[config.mk]
export PLATFORM = sky130hd
export DESIGN_NAME = kdw_top
export DESIGN_NICKNAME = d
export VERILOG_FILES = /design/src/rtl/kdw_pkg.sv /design/src/rtl/kdw_regs.sv /design/src/rtl/kdw_timebase.sv /design/src/rtl/kdw_rstgen.sv /design/src/rtl/kdw_top.sv
export SDC_FILE = /design/constraint.sdc
export NUM_CORES = 1
export LEC_CHECK = 0
export CAP_MARGIN = 15
export CORE_UTILIZATION = 50
export DETAILED_ROUTE_END_ITERATION = 8
export GPL_ROUTABILITY_DRIVEN = 0
export PLACE_DENSITY = 0.79
export RECOVER_POWER = 25
export SYNTH_ARGS = -nofsm -noshare
export SYNTH_HDL_FRONTEND = slang
export SYNTH_SLANG_ARGS = --single-unit
[constraint.sdc]
create_clock -name clk -period 5.4 [get_ports clk]
set_clock_uncertainty 0.05 [all_clocks]
set_input_delay 1.62 -clock clk [delete_from_list [all_inputs] [get_ports clk]]
set_output_delay 1.62 -clock clk [all_outputs]
set_load 0.01 [all_outputs]
[src/rtl/kdw_pkg.sv]
package kdw_pkg;

   // Byte offsets decoded by the bus front end
   localparam int unsigned KDW_OFS_CTRL = 0;
   localparam int unsigned KDW_OFS_KICK = 4;

   // Restart key compared against the written data
   localparam logic [15:0] KDW_KEY = 16'hA5A5;

   // Width of the control image placed on the read bus
   localparam int unsigned KDW_CTRL_W = 9;

   // Prescaler phase counter covers a select of up to 15
   localparam int unsigned KDW_PRE_W = 16;

   typedef struct packed {
      logic       bad;   // bit 8
      logic [3:0] psel;  // bits 7:4
      logic       frz;   // bit 1
      logic       en;    // bit 0
   } kdw_ctrl_t;

endpackage

[src/rtl/kdw_regs.sv]
module kdw_regs
   import kdw_pkg::*;
(
   input  logic       clk,
   input  logic       rst_n,
   input  logic       ctrl_wr,
   input  logic       bad_set,
   input  logic [8:0] wdata,
   output kdw_ctrl_t  ctrl
);

   kdw_ctrl_t ctrl_q;
   logic      wr_ok;

   assign wr_ok = ctrl_wr && !ctrl_q.frz;

   always_ff @(posedge clk or negedge rst_n) begin
      if (!rst_n) begin
         ctrl_q <= '0;
      end else begin
         if (wr_ok) begin
            ctrl_q.en   <= wdata[0];
            ctrl_q.frz  <= wdata[1];
            ctrl_q.psel <= wdata[7:4];
         end
         if (bad_set) begin
            ctrl_q.bad <= 1'b1;
         end else if (wr_ok && wdata[8]) begin
            ctrl_q.bad <= 1'b0;
         end
      end
   end

   assign ctrl = ctrl_q;

endmodule

[src/rtl/kdw_timebase.sv]
module kdw_timebase
   import kdw_pkg::*;
#(
   parameter int unsigned TIMEOUT_TICKS = 4500,
   parameter int unsigned CNT_W         = $clog2(TIMEOUT_TICKS + 1)
) (
   input  logic             clk,
   input  logic             rst_n,
   input  logic             en,
   input  logic [3:0]       psel,
   input  logic             kick,
   output logic [CNT_W-1:0] cnt,
   output logic             expire
);

   localparam logic [CNT_W-1:0] LOAD = CNT_W'(TIMEOUT_TICKS);
   localparam logic [CNT_W-1:0] LAST = CNT_W'(1);

   logic [KDW_PRE_W-1:0] pre_q;
   logic [KDW_PRE_W-1:0] pre_lim;
   logic [CNT_W-1:0]     cnt_q;
   logic                 tick;

   assign pre_lim = (KDW_PRE_W'(1) << psel) - KDW_PRE_W'(1);
   assign tick    = en && (pre_q >= pre_lim);
   assign expire  = tick && !kick && (cnt_q == LAST);

   always_ff @(posedge clk or negedge rst_n) begin
      if (!rst_n) begin
         pre_q <= '0;
      end else if (!en || kick || tick) begin
         pre_q <= '0;
      end else begin
         pre_q <= pre_q + KDW_PRE_W'(1);
      end
   end

   always_ff @(posedge clk or negedge rst_n) begin
      if (!rst_n) begin
         cnt_q <= LOAD;
      end else if (kick || !en) begin
         cnt_q <= LOAD;
      end else if (tick) begin
         cnt_q <= (cnt_q == LAST) ? LOAD : cnt_q - LAST;
      end
   end

   assign cnt = cnt_q;

endmodule

[src/rtl/kdw_rstgen.sv]
module kdw_rstgen #(
   parameter int unsigned RST_HOLD = 16
) (
   input  logic clk,
   input  logic rst_n,
   input  logic expire,
   output logic req
);

   localparam int unsigned HW = $clog2(RST_HOLD + 1);

   logic [HW-1:0] hold_q;

   always_ff @(posedge clk or negedge rst_n) begin
      if (!rst_n) begin
         hold_q <= '0;
      end else if (expire) begin
         hold_q <= HW'(RST_HOLD);
      end else if (hold_q != '0) begin
         hold_q <= hold_q - HW'(1);
      end
   end

   assign req = (hold_q != '0);

endmodule

[src/rtl/kdw_top.sv]
module kdw_top
   import kdw_pkg::*;
#(
   parameter int unsigned ADDR_W        = 4,
   parameter int unsigned DATA_W        = 32,
   parameter int unsigned TIMEOUT_TICKS = 4500,
   parameter int unsigned RST_HOLD      = 16,
   parameter bit          KEY_FULL_WORD = 1'b1
) (
   input  logic              clk,
   input  logic              rst_n,
   input  logic [ADDR_W-1:0] bus_addr,
   input  logic [DATA_W-1:0] bus_wdata,
   input  logic              bus_we,
   output logic [DATA_W-1:0] bus_rdata,
   output logic              sys_rst_req
);

   localparam int unsigned CNT_W = $clog2(TIMEOUT_TICKS + 1);
   localparam logic [ADDR_W-1:0] A_CTRL = ADDR_W'(KDW_OFS_CTRL);
   localparam logic [ADDR_W-1:0] A_KICK = ADDR_W'(KDW_OFS_KICK);

   // Elaboration-time parameter checks
   if (ADDR_W < 3) begin : g_err_addr
      $error("kdw_top: ADDR_W must reach offset 4");
   end
   if (DATA_W < 16 || DATA_W < CNT_W) begin : g_err_data
      $error("kdw_top: DATA_W too narrow for key or counter");
   end
   if (TIMEOUT_TICKS < 2) begin : g_err_to
      $error("kdw_top: TIMEOUT_TICKS must be at least 2");
   end
   if (RST_HOLD < 1 || RST_HOLD >= TIMEOUT_TICKS) begin : g_err_hold
      $error("kdw_top: RST_HOLD must be in 1..TIMEOUT_TICKS-1");
   end

   kdw_ctrl_t        ctrl_q;
   logic [CNT_W-1:0] cnt;
   logic             sel_ctrl;
   logic             sel_kick;
   logic             key_ok;
   logic             kick;
   logic             bad_set;
   logic             expire;

   assign sel_ctrl = (bus_addr == A_CTRL);
   assign sel_kick = (bus_addr == A_KICK);

   // Key match variant: whole word, or low half only
   if (KEY_FULL_WORD) begin : g_key_full
      assign key_ok = (bus_wdata == DATA_W'(KDW_KEY));
   end else begin : g_key_low
      assign key_ok = (bus_wdata[15:0] == KDW_KEY);
   end

   assign kick    = bus_we && sel_kick && key_ok;
   assign bad_set = bus_we && sel_kick && !key_ok;

   kdw_regs u_regs (
      .clk     (clk),
      .rst_n   (rst_n),
      .ctrl_wr (bus_we && sel_ctrl),
      .bad_set (bad_set),
      .wdata   (bus_wdata[8:0]),
      .ctrl    (ctrl_q)
   );

   kdw_timebase #(
      .TIMEOUT_TICKS (TIMEOUT_TICKS),
      .CNT_W         (CNT_W)
   ) u_tb (
      .clk    (clk),
      .rst_n  (rst_n),
      .en     (ctrl_q.en),
      .psel   (ctrl_q.psel),
      .kick   (kick),
      .cnt    (cnt),
      .expire (expire)
   );

   kdw_rstgen #(
      .RST_HOLD (RST_HOLD)
   ) u_rg (
      .clk    (clk),
      .rst_n  (rst_n),
      .expire (expire),
      .req    (sys_rst_req)
   );

   always_comb begin
      bus_rdata = '0;
      if (sel_ctrl) begin
         bus_rdata = DATA_W'({ctrl_q.bad, ctrl_q.psel, 2'b00, ctrl_q.frz, ctrl_q.en});
      end else if (sel_kick) begin
         bus_rdata = DATA_W'(cnt);
      end
   end

endmodule

==> results by group, run 1 <==
Clocking
  – Bufs on Longest Clock Path: 2
  – Num CTS Buffers: 5
  – Clock-pin slew on the worst setup and hold paths: 0.08 ns
  – Post-CTS resize count: 0
  – CTS tree: yes
  – Cts hold-fix bufs: 0
  – Root buffer cell: clkbuf_8
  – Clock Latency Late Sink: 0.31 ns
  – H-tree Lvls: 2
  – Post-CTS setup buffer count: 0
  – Clock Sinks: 41

Timing
  – Final Hold Vio Count: 0
  – RSZ-0062 raised after global routing: no
  – Slew HR: -0.4698
  – Max-slew violation count: 42
  – Worst-margin pin slew: 2.205 ns
  – # setup viols final: 0
  – Min cycle time layout: 4.961 ns
  – Final period util: 0.9187
  – Setup TNS: 0 ns
  – Fmax: 0.2016 GHz

Yosys
  – Distinct cell type count after synthesis: 60
  – Post-synth EDFFs: 0
  – Syn_area_per_cell: 9.162 um^2
  – Synth Warn #: 0
  – Post-Syn Instances: 335
  – Post-synth top flop: dfrtp_1
  – #FFs+latches synth: 41
  – Async set-reset flop share out of synthesis: 1.000
  – Mapped Area: 3069 um^2
  – Post-synthesis sequential area ratio: 0.3363

Floorplanning
  – Ports: 72
  – Die Area: 6455 um^2
  – Core area: 5921 um^2
  – Initial core utilization: 0.5184
  – Row count: 28
  – Chip Width: 80.35 um
  – Die Span Y: 80.35 um

Power and ir drop
  – Seq pwr share: 0.447
  – Peak VDD IR: 158.6 uV
  – Sw Pwr: 0.0002657 W
  – Clock power frac: 0.278
  – PD cells: 219.8 nW/um^2
  – Pint: 0.0005451 W
  – Net Sw Frac: 0.3277
  – Gate power share: 0.275
  – Static leakage: 1.549 nW

Worst setup path
  – CP Capture Type: output port
  – Crit Path Max Fanout: 14
  – Critical path origin: bus_addr[1]
  – RR Endpoint: u_tb.cnt[0]
  – FF-to-FF setup slack: 1.10 ns
  – Crit path capture: bus_rdata[7]
  – RR Startpoint: u_regs.ctrl[4]
  – Worst R2R Path Depth: 12
  – CP Data Arrival Time: 3.29 ns
  – Crit path kind: primary input to output port
  – WP data required: 3.73 ns
  – Worst setup SP type: primary input

Worst hold path
  – Hold_sp: u_regs.ctrl[1]
  – Worst Hold Class: flip-flop to flip-flop

Detailed routing
  – DRT iter0 DRCs: 157
  – Met1 Routed Length: 3442 um
  – # DRC: 0
  – Router iterations before antenna repair: 5
  – DR vias: 2704
  – Met2 wire len: 3732 um
  – Final wirelength: 7431 um
  – DR vias/cell: 5.853
  – DR WL/cell: 16.08 um
  – Top routing layer used: met4
  – Final antenna-violating net count: 0
  – Met3 wire length: 196 um

Outcome
  – Status: finished with violations
  – Failing checks: capacitance limit, slew limit

Final layout
  – Sequential cell area: 1032 um^2
  – Fill cells: 514
  – Final Non-Filler Cells: 462
  – Antenna Cells: 0
  – Share of post-route cells with drive strength above 1: 0.09302
  – Post-layout net count: 447
  – Synth-to-Final Area Change: 20.18%
  – Area of the multi-input gates: 1868 um^2

Job
  – Total of max-cap violations: 1

GRT
  – Vias in the first global route: 2469
  – Initial antenna violation count: 0
  – Largest net degree at the start of global routing: 42
  – Gr usage total: 0.2417
  – Global route total overflow: 0
  – Global-route wire length before repair: 12070 um

Placed design
  – Cells after DPL: 454
  – Number of port buffers: 52
  – Final HPWL DP: 5518 um
-- placed cells by master (no fill, tap or decap), types with 9 or more instances in the layout --
cell type and n:
a21oi_1 12, clkdlybuf4s50_1 51, conb_1 20, dfrtp_1 36
ha_1 22, inv_1 11, nand2_1 24, nor2_1 32
nor3_1 14, nor4_1 9, xor2_1 10
-- registers in the layout, indices dropped and copies added, names as in the netlist --
name,cells
u_regs.ctrl,7
u_rg.hold_q,5
u_tb.cnt,13
u_tb.pre_q,16
-- cell type report --
| class | instances | share of cell area |
|---|---|---|
| clock inverter | 1 | 0.001357 |
| clock buffer | 7 | 0.02612 |
| tap | 75 | 0.02544 |
| multi-input combinational | 270 | 0.5064 |
| sequential | 41 | 0.2799 |
| inverter | 11 | 0.01119 |
| timing repair buffer | 57 | 0.1496 |
-- synth_stat cells (5+ instances only) --
master | count | area, um^2
a31oi_1 | 7 | 43.79
o21ai_0 | 7 | 35.03
a21oi_1 | 12 | 60.06
buf_4 | 20 | 150.1
nand4_1 | 6 | 37.54
mux2_2 | 5 | 56.30
and2_1 | 8 | 50.05
inv_1 | 11 | 41.29
nor3_1 | 14 | 70.07
nand3_1 | 7 | 35.03
nand2_1 | 24 | 90.09
xor2_1 | 10 | 87.58
a22o_1 | 7 | 61.31
nor2_1 | 32 | 120.1
dfstp_2 | 5 | 131.4
nor4_1 | 9 | 56.30
xnor2_1 | 8 | 70.07
or3_1 | 8 | 50.05
clkbuf_1 | 8 | 30.03
dfrtp_1 | 36 | 900.9
ha_1 | 22 | 275.3
-- power by group through the flow --
stage | logic [W] | clock network (W) | registers (W)
finish | 0.000223 | 0.000225 | 0.000363
global route | 0.000249 | 0.000244 | 0.000368
CTS | 0.000225 | 0.000231 | 0.000362
detailed placement | 0.000222 | 0 | 0.000368
global placement | 0.000213 | 0 | 0.000368
floorplan | 0.000177 | 0 | 0.000344
-- worst min-delay path by stage --
stage / to / cells after the start
3_3_place_gp: u_regs.ctrl[1] / 1
3_5_place_dp: u_regs.ctrl[1] / 1
6_report: u_regs.ctrl[1] / 1
5_1_grt: u_regs.ctrl[1] / 1
2_1_floorplan: u_regs.ctrl[1] / 1
4_1_cts: u_regs.ctrl[1] / 1
-- metrics by stage --
stage | total power (W) | instance area, um^2 | setup WS [ns] | hold slack [ns] | utilization
2_1_floorplan | 0.0005207 | 3137 | 1.054 | 0.4060 | -
3_3_place_gp | 0.0005808 | 3588 | 0.4808 | 0.4477 | 0.6061
3_5_place_dp | 0.0005905 | 3588 | 0.4442 | 0.4388 | 0.6061
4_1_cts | 0.0008185 | 3690 | 0.4447 | 0.4574 | 0.6232
5_1_grt | 0.0008609 | 3689 | 0.3767 | 0.4788 | 0.6230
6_report | 0.0008108 | 3689 | 0.4390 | 0.4515 | 0.6230
-- worst max-delay path: stages --
cell             delay (ns)
clkdlybuf4s50_1        0.45
nor4b_2                0.28
buf_4                  0.23
a22o_1                 0.17
clkdlybuf4s50_1        0.53
-- cell families after synthesis --
family / Yosys count / synth area share
and+or+nand+nor: 136 / 0.2466
AOI/OAI and AO/OA: 66 / 0.1663
buffers and inverters: 42 / 0.07908
DFF: 41 / 0.3363
adders and majority gates: 22 / 0.08968
xor gates and xnor gates: 18 / 0.05137
muxes: 8 / 0.02813
other: 2 / 0.002447
-- per-layer routing --
layer,global-route usage,up-vias
li1,-,1306
met1,0.3293,1327
met2,0.4008,63
met3,0.03523,8
met4,0.05714,0
met5,0,-
No activity file was read; power rests on OpenSTA's default activity.
==> inputs of run 2 (changes only) <==
--- a/config.mk
+++ b/config.mk
@@ -6,6 +6,7 @@
 export NUM_CORES = 1
 export LEC_CHECK = 0
 export CAP_MARGIN = 15
+export CORE_ASPECT_RATIO = 1.2
 export CORE_UTILIZATION = 50
 export DETAILED_ROUTE_END_ITERATION = 8
 export GPL_ROUTABILITY_DRIVEN = 0
@@ -13,4 +14,5 @@
 export RECOVER_POWER = 25
 export SYNTH_ARGS = -nofsm -noshare
 export SYNTH_HDL_FRONTEND = slang
+export SYNTH_HIERARCHICAL = 1
 export SYNTH_SLANG_ARGS = --single-unit
==> constraint.sdc (replaced) <==
create_clock -name clk -period 6.13 [get_ports clk]
set_clock_uncertainty 0.05 [all_clocks]
set_input_delay 1.839 -clock clk [delete_from_list [all_inputs] [get_ports clk]]
set_output_delay 1.839 -clock clk [all_outputs]
set_load 0.01 [all_outputs]
==> run 2 against run 1 <==
Against the previous run: the flow still finishes with violations (capacitance limit, slew limit); worst hold slack better by 0.014 ns; sequential share of layout area rose by 0.49 points; synthesized cell count down 3.6%; register-to-register slack better by 0.84 ns; non-clock buffer count fell by 3; clock power barely moved; design area decreased by 1.7%; area after synthesis fell by 1.2%; largest power group unchanged; final cell count fell by 2.4%; highest routed layer unchanged; die area fell by 1.1%.
==> results by group, run 2 <==
GRT
  – Gr usage total: 0.2116
  – Global route total overflow: 0
  – Largest net degree at the start of global routing: 42
  – Vias in the first global route: 2400
  – Global-route wire length before repair: 10520 um
  – Initial antenna violation count: 0

Clocking
  – Bufs on Longest Clock Path: 2
  – Clock Sinks: 41
  – Post-CTS resize count: 0
  – Post-CTS setup buffer count: 0
  – Clock Latency Late Sink: 0.30 ns
  – H-tree Lvls: 2
  – Num CTS Buffers: 5
  – Cts hold-fix bufs: 0
  – Root buffer cell: clkbuf_8
  – Clock-pin slew on the worst setup and hold paths: 0.07 ns
  – CTS tree: yes

Timing
  – Max-slew violation count: 42
  – Min cycle time layout: 5.463 ns
  – Final period util: 0.8911
  – Fmax: 0.1831 GHz
  – Setup TNS: 0 ns
  – Final Hold Vio Count: 0
  – Slew HR: -0.4609
  – # setup viols final: 0
  – RSZ-0062 raised after global routing: no
  – Worst-margin pin slew: 2.191 ns
  – WHS: 0.4659 ns

Yosys
  – Post-Synth Simple-Gate Area: 0.2479
  – Synth top area share: 0.2970
  – Post-synthesis xor/xnor area fraction: 0.04909
  – Yosys top cell by area: dfrtp_1
  – Post-Syn Instances: 323
  – Count leader, synth: dfrtp_1
  – Main combinational cell family by area after synthesis: simple AND/OR/NAND/NOR gates
  – Synth area leaders: dfrtp_1, ha_1, buf_4, dfstp_2, nor2_1
  – Post-synth top cells: dfrtp_1, nor2_1, ha_1
  – Post-synth top flop: dfrtp_1
  – #FFs+latches synth: 41
  – Distinct cell type count after synthesis: 65
  – Post-synth EDFFs: 0
  – Synth Area in Adders: 0.08663
  – Mux share of post-synthesis cell area: 0.02805
  – Synth Warn #: 6
  – Compound-gate portion of the synthesized area: 0.1576
  – Syn_area_per_cell: 9.390 um^2
  – Async set-reset flop share out of synthesis: 1.000
  – Mapped Area: 3033 um^2
  – Post-synthesis sequential area ratio: 0.3403

Floorplanning
  – Ports: 72
  – Core area: 5743 um^2
  – Chip Width: 73.10 um
  – Die Area: 6382 um^2
  – Row count: 30
  – Die Span Y: 87.32 um
  – Initial core utilization: 0.5281

Placed design
  – Final HPWL DP: 4866 um
  – Number of port buffers: 52

Worst setup path
  – CP Capture Type: output port
  – CP Data Arrival Time: 3.57 ns
  – Crit path kind: primary input to output port
  – Crit Path Max Fanout: 8
  – Worst setup SP type: primary input
  – WP data required: 4.24 ns

Detailed routing
  – # DRC: 0
  – DR WL/cell: 14.30 um
  – Router iterations before antenna repair: 4
  – Final wirelength: 6451 um
  – DRT iter0 DRCs: 88
  – DR vias/cell: 5.441
  – DR vias: 2454
  – Final antenna-violating net count: 0

Final layout
  – Antenna Cells: 0
  – Max reg flops: 16
  – Fill cells: 489
  – Post-layout net count: 430
  – Share of post-route cells with drive strength above 1: 0.1267
  – Top reg by flops: u_tb/pre_q
  – Most frequent cells in the layout: clkdlybuf4s50_1, dfrtp_1, nor2_1
  – Synth-to-Final Area Change: 19.51%
  – Commonest non-fill, non-tap cell in the layout: clkdlybuf4s50_1

Outcome
  – Failing checks: capacitance limit, slew limit
  – Status: finished with violations

Power and ir drop
  – Peak VDD IR: 183.8 uV
  – PD cells: 219.2 nW/um^2
  – Static leakage: 1.527 nW

Worst hold path
  – Worst Hold Class: flip-flop to flip-flop

Job
  – Total of max-cap violations: 1
run 2: cell types whose count changed in the layout (fill, tap and decap cells not counted), moves of 6 or more:
cell / change
and2_1: -7
a22o_2: +7
and2_2: +6
or3_1: -6
a21oi_1: +7
run 2: path summary, 6_finish.rpt:
check,slack (ns),depth (start not counted),to,from
min in group asynchronous,2.13,1,u_tb/pre_q[8],rst_n
worst min register to register,0.47,1,u_tb/pre_q[0],u_tb/pre_q[0]
worst min-delay path,0.47,1,u_tb/pre_q[0],u_tb/pre_q[0]
max in group asynchronous,2.65,1,u_tb/pre_q[15],rst_n
worst max-delay path,0.67,4,bus_rdata[1],bus_addr[1]
worst max register to register,1.94,14,u_tb/cnt[10],u_regs/ctrl[4]
run 2: per-layer routing:
| metal | GRT usage | wire (um) |
|---|---|---|
| met2 | 0.3923 | 3489 |
| met1 | 0.2363 | 2708 |
| met3 | 0.04514 | 169 |
| met5 | 0 | 0 |
| met4 | 0.06952 | 85 |
run 2: per-stage QoR:
stage          utilization  cells  setup slack [ns]  instance area, um^2  power [W]
5_1_grt             0.6312    451            0.5724                 3625  0.0008459
4_1_cts             0.6314    451            0.6493                 3626  0.0008014
2_1_floorplan            -    341             1.702                 3100  0.0005001
6_report            0.6312    451            0.6673                 3625  0.0007947
3_3_place_gp        0.6111    443            0.7130                 3510  0.0005593
3_5_place_dp        0.6111    443            0.6538                 3510  0.0005692
run 2: critical path, cell delays in order:
cell and delay [ns]:
clkdlybuf4s50_1 0.50, nor4_4 0.50, a22o_2 0.22, clkdlybuf4s50_1 0.52
run 2: cells by family (layout without fill, tap and decap cells):
family | count (synthesis) | after routing
adders and majority gates | 21 | 21
xor gates and xnor gates | 17 | 17
buffers and inverters | 44 | 74
muxes | 6 | 6
AOI/OAI and AO/OA | 65 | 65
DFF | 41 | 41
other | 2 | 20
and+or+nand+nor | 127 | 127
run 2: where the power goes:
group,switching [W],total (W),internal [W]
registers,0.0000445,0.000332,0.000287
clock network,0.0000944,0.000227,0.000133
logic,0.000123,0.000236,0.000113
run 2: final cells by class:
class | count | area [um^2] | share of cell area
Multi-Input combinational cell | 256 | 1802 | 0.4971
Sequential cell | 41 | 1032 | 0.2848
Timing Repair Buffer | 54 | 529.3 | 0.1460
Tap cell | 80 | 100.1 | 0.02761
Clock buffer | 7 | 86.33 | 0.02382
Inverter | 12 | 45.04 | 0.01243
Clock inverter | 1 | 30.03 | 0.008284
==> inputs of run 3 (changes only) <==
--- a/config.mk
+++ b/config.mk
@@ -10,8 +10,9 @@
 export CORE_UTILIZATION = 50
 export DETAILED_ROUTE_END_ITERATION = 8
 export GPL_ROUTABILITY_DRIVEN = 0
-export PLACE_DENSITY = 0.79
+export PLACE_DENSITY = 0.8
 export RECOVER_POWER = 25
+export SKIP_CTS_REPAIR_TIMING = 1
 export SYNTH_ARGS = -nofsm -noshare
 export SYNTH_HDL_FRONTEND = slang
 export SYNTH_HIERARCHICAL = 1
==> run 3 against run 2 <==
Against the previous run: the run still ends with capacitance limit, slew limit left; sequential cell count stayed put; clock-buffer cell count decreased by 1; total power down 6.7%; first-iteration DRC count grew 84%; utilization shrank 0.59 points; global-route usage increased by 0.059 points; critical path depth up 1; wire length decreased by 0.43%; fmax rose by 0.20%; via count up 0.77%; sequential share of layout area up 0.27 points; clock power down 24%; largest cell class unchanged; highest routed layer unchanged.
==> results by group, run 3 (synthesized netlist as in run 2, its figures left out) <==
Floorplanning
  – Die Area: 6382 um^2
  – Chip Width: 73.10 um
  – Initial core utilization: 0.5281
  – Core area: 5743 um^2
  – Row count: 30
  – Die Span Y: 87.32 um
  – Ports: 72

Worst setup path
  – Worst R2R Path Depth: 13
  – Crit path kind: primary input to output port
  – Worst setup SP type: primary input
  – WP data required: 4.24 ns
  – RR Startpoint: u_regs/ctrl[4]
  – RR Endpoint: u_rg/hold_q[0]
  – FF-to-FF setup slack: 2.06 ns
  – Crit Path Max Fanout: 14
  – Critical path origin: bus_addr[1]
  – CP Capture Type: output port
  – CP Data Arrival Time: 3.56 ns
  – Crit path capture: bus_rdata[2]

GRT
  – Global route total overflow: 0
  – Global-route wire length before repair: 10660 um
  – Gr usage total: 0.2122
  – Initial antenna violation count: 0
  – Largest net degree at the start of global routing: 42
  – Vias in the first global route: 2411

Timing
  – Final Hold Vio Count: 0
  – Fmax: 0.1834 GHz
  – Setup TNS: 0 ns
  – Min cycle time layout: 5.452 ns
  – RSZ-0062 raised after global routing: no
  – Final period util: 0.8893
  – Worst-margin pin slew: 2.154 ns
  – Worst setup margin: 0.6785 ns
  – Slew HR: -0.4361
  – # setup viols final: 0
  – Max-slew violation count: 42

Final layout
  – Synth-to-Final Area Change: 18.40%
  – Util after Layout: 0.6253
  – Max reg flops: 16
  – Most frequent cells in the layout: clkdlybuf4s50_1, dfrtp_1, nor2_1
  – Top reg by flops: u_tb/pre_q
  – Commonest non-fill, non-tap cell in the layout: clkdlybuf4s50_1
  – Post-layout net count: 430
  – Antenna Cells: 0
  – Share of post-route cells with drive strength above 1: 0.1267
  – Design Area, Final: 3591 um^2

Detailed routing
  – DR vias/cell: 5.483
  – DR WL/cell: 14.24 um
  – Router iterations before antenna repair: 4
  – Final wirelength: 6423 um
  – Final antenna-violating net count: 0
  – # DRC: 0
  – DR vias: 2473
  – DRT iter0 DRCs: 162

Clocking
  – Clock-pin slew on the worst setup and hold paths: 0.07 ns
  – Num CTS Buffers: 5
  – Clock Sinks: 41
  – CTS tree: yes
  – Root buffer cell: clkbuf_8
  – Clock Latency Late Sink: 0.30 ns
  – Bufs on Longest Clock Path: 2
  – H-tree Lvls: 2

Worst hold path
  – Worst Hold Class: flip-flop to flip-flop
  – Hold_sp: u_tb/pre_q[0]

Power and ir drop
  – Peak VDD IR: 123.9 uV
  – Power Total: 0.0007418 W
  – PD cells: 206.6 nW/um^2
  – Static leakage: 1.514 nW

Outcome
  – Status: finished with violations
  – Failing checks: capacitance limit, slew limit

Placed design
  – Final HPWL DP: 4872 um
  – Placed Area: 3510 um^2
  – Number of port buffers: 52
  – Place WS: 0.6697 ns

Job
  – Total of max-cap violations: 1
## run 3: cell type report
| cell class | count | area (um^2) |
|---|---|---|
| Sequential cell | 41 | 1032 |
| Multi-Input combinational cell | 256 | 1802 |
| Tap cell | 80 | 100.1 |
| Inverter | 12 | 45.04 |
| Fill cell | 502 | 2152 |
| Timing Repair Buffer | 54 | 529.3 |
| Clock inverter | 2 | 10.01 |
| Clock buffer | 6 | 72.57 |
## run 3: routing by layer
layer	up-vias	global-route usage	share of wire
li1	1220	-	-
met1	1190	0.2520	0.42
met2	55	0.3779	0.53
met3	8	0.04282	0.038
met4	0	0.06952	0.011
met5	-	0	0
## run 3: where the power goes
part	total [W]	internal, W	switching (W)	leakage (nW)
clock network	0.000173	0.0000790	0.0000943	0.0450
logic	0.000236	0.000113	0.000123	0.927
registers	0.000332	0.000287	0.0000451	0.541
## run 3: worst min path at each step
stage,end,slack (ns),depth (start not counted)
global placement,u_tb/pre_q[0],0.44,1
finish,u_tb/pre_q[0],0.45,1
CTS,u_tb/pre_q[0],0.46,1
detailed placement,u_tb/pre_q[0],0.45,1
floorplan,u_tb/pre_q[0],0.42,1
global route,u_tb/pre_q[0],0.49,1
## run 3: critical path, cell delays in order
cell and delay [ns]:
clkdlybuf4s50_1 0.49, nor4b_4 0.30, buf_4 0.23, and2_2 0.16, clkdlybuf4s50_1 0.54
## run 3: stage by stage
step,instances,hold slack [ns]
floorplan,341,0.4171
global placement,443,0.4377
detailed placement,443,0.4507
CTS,451,0.4575
global route,451,0.4859
finish,451,0.4530
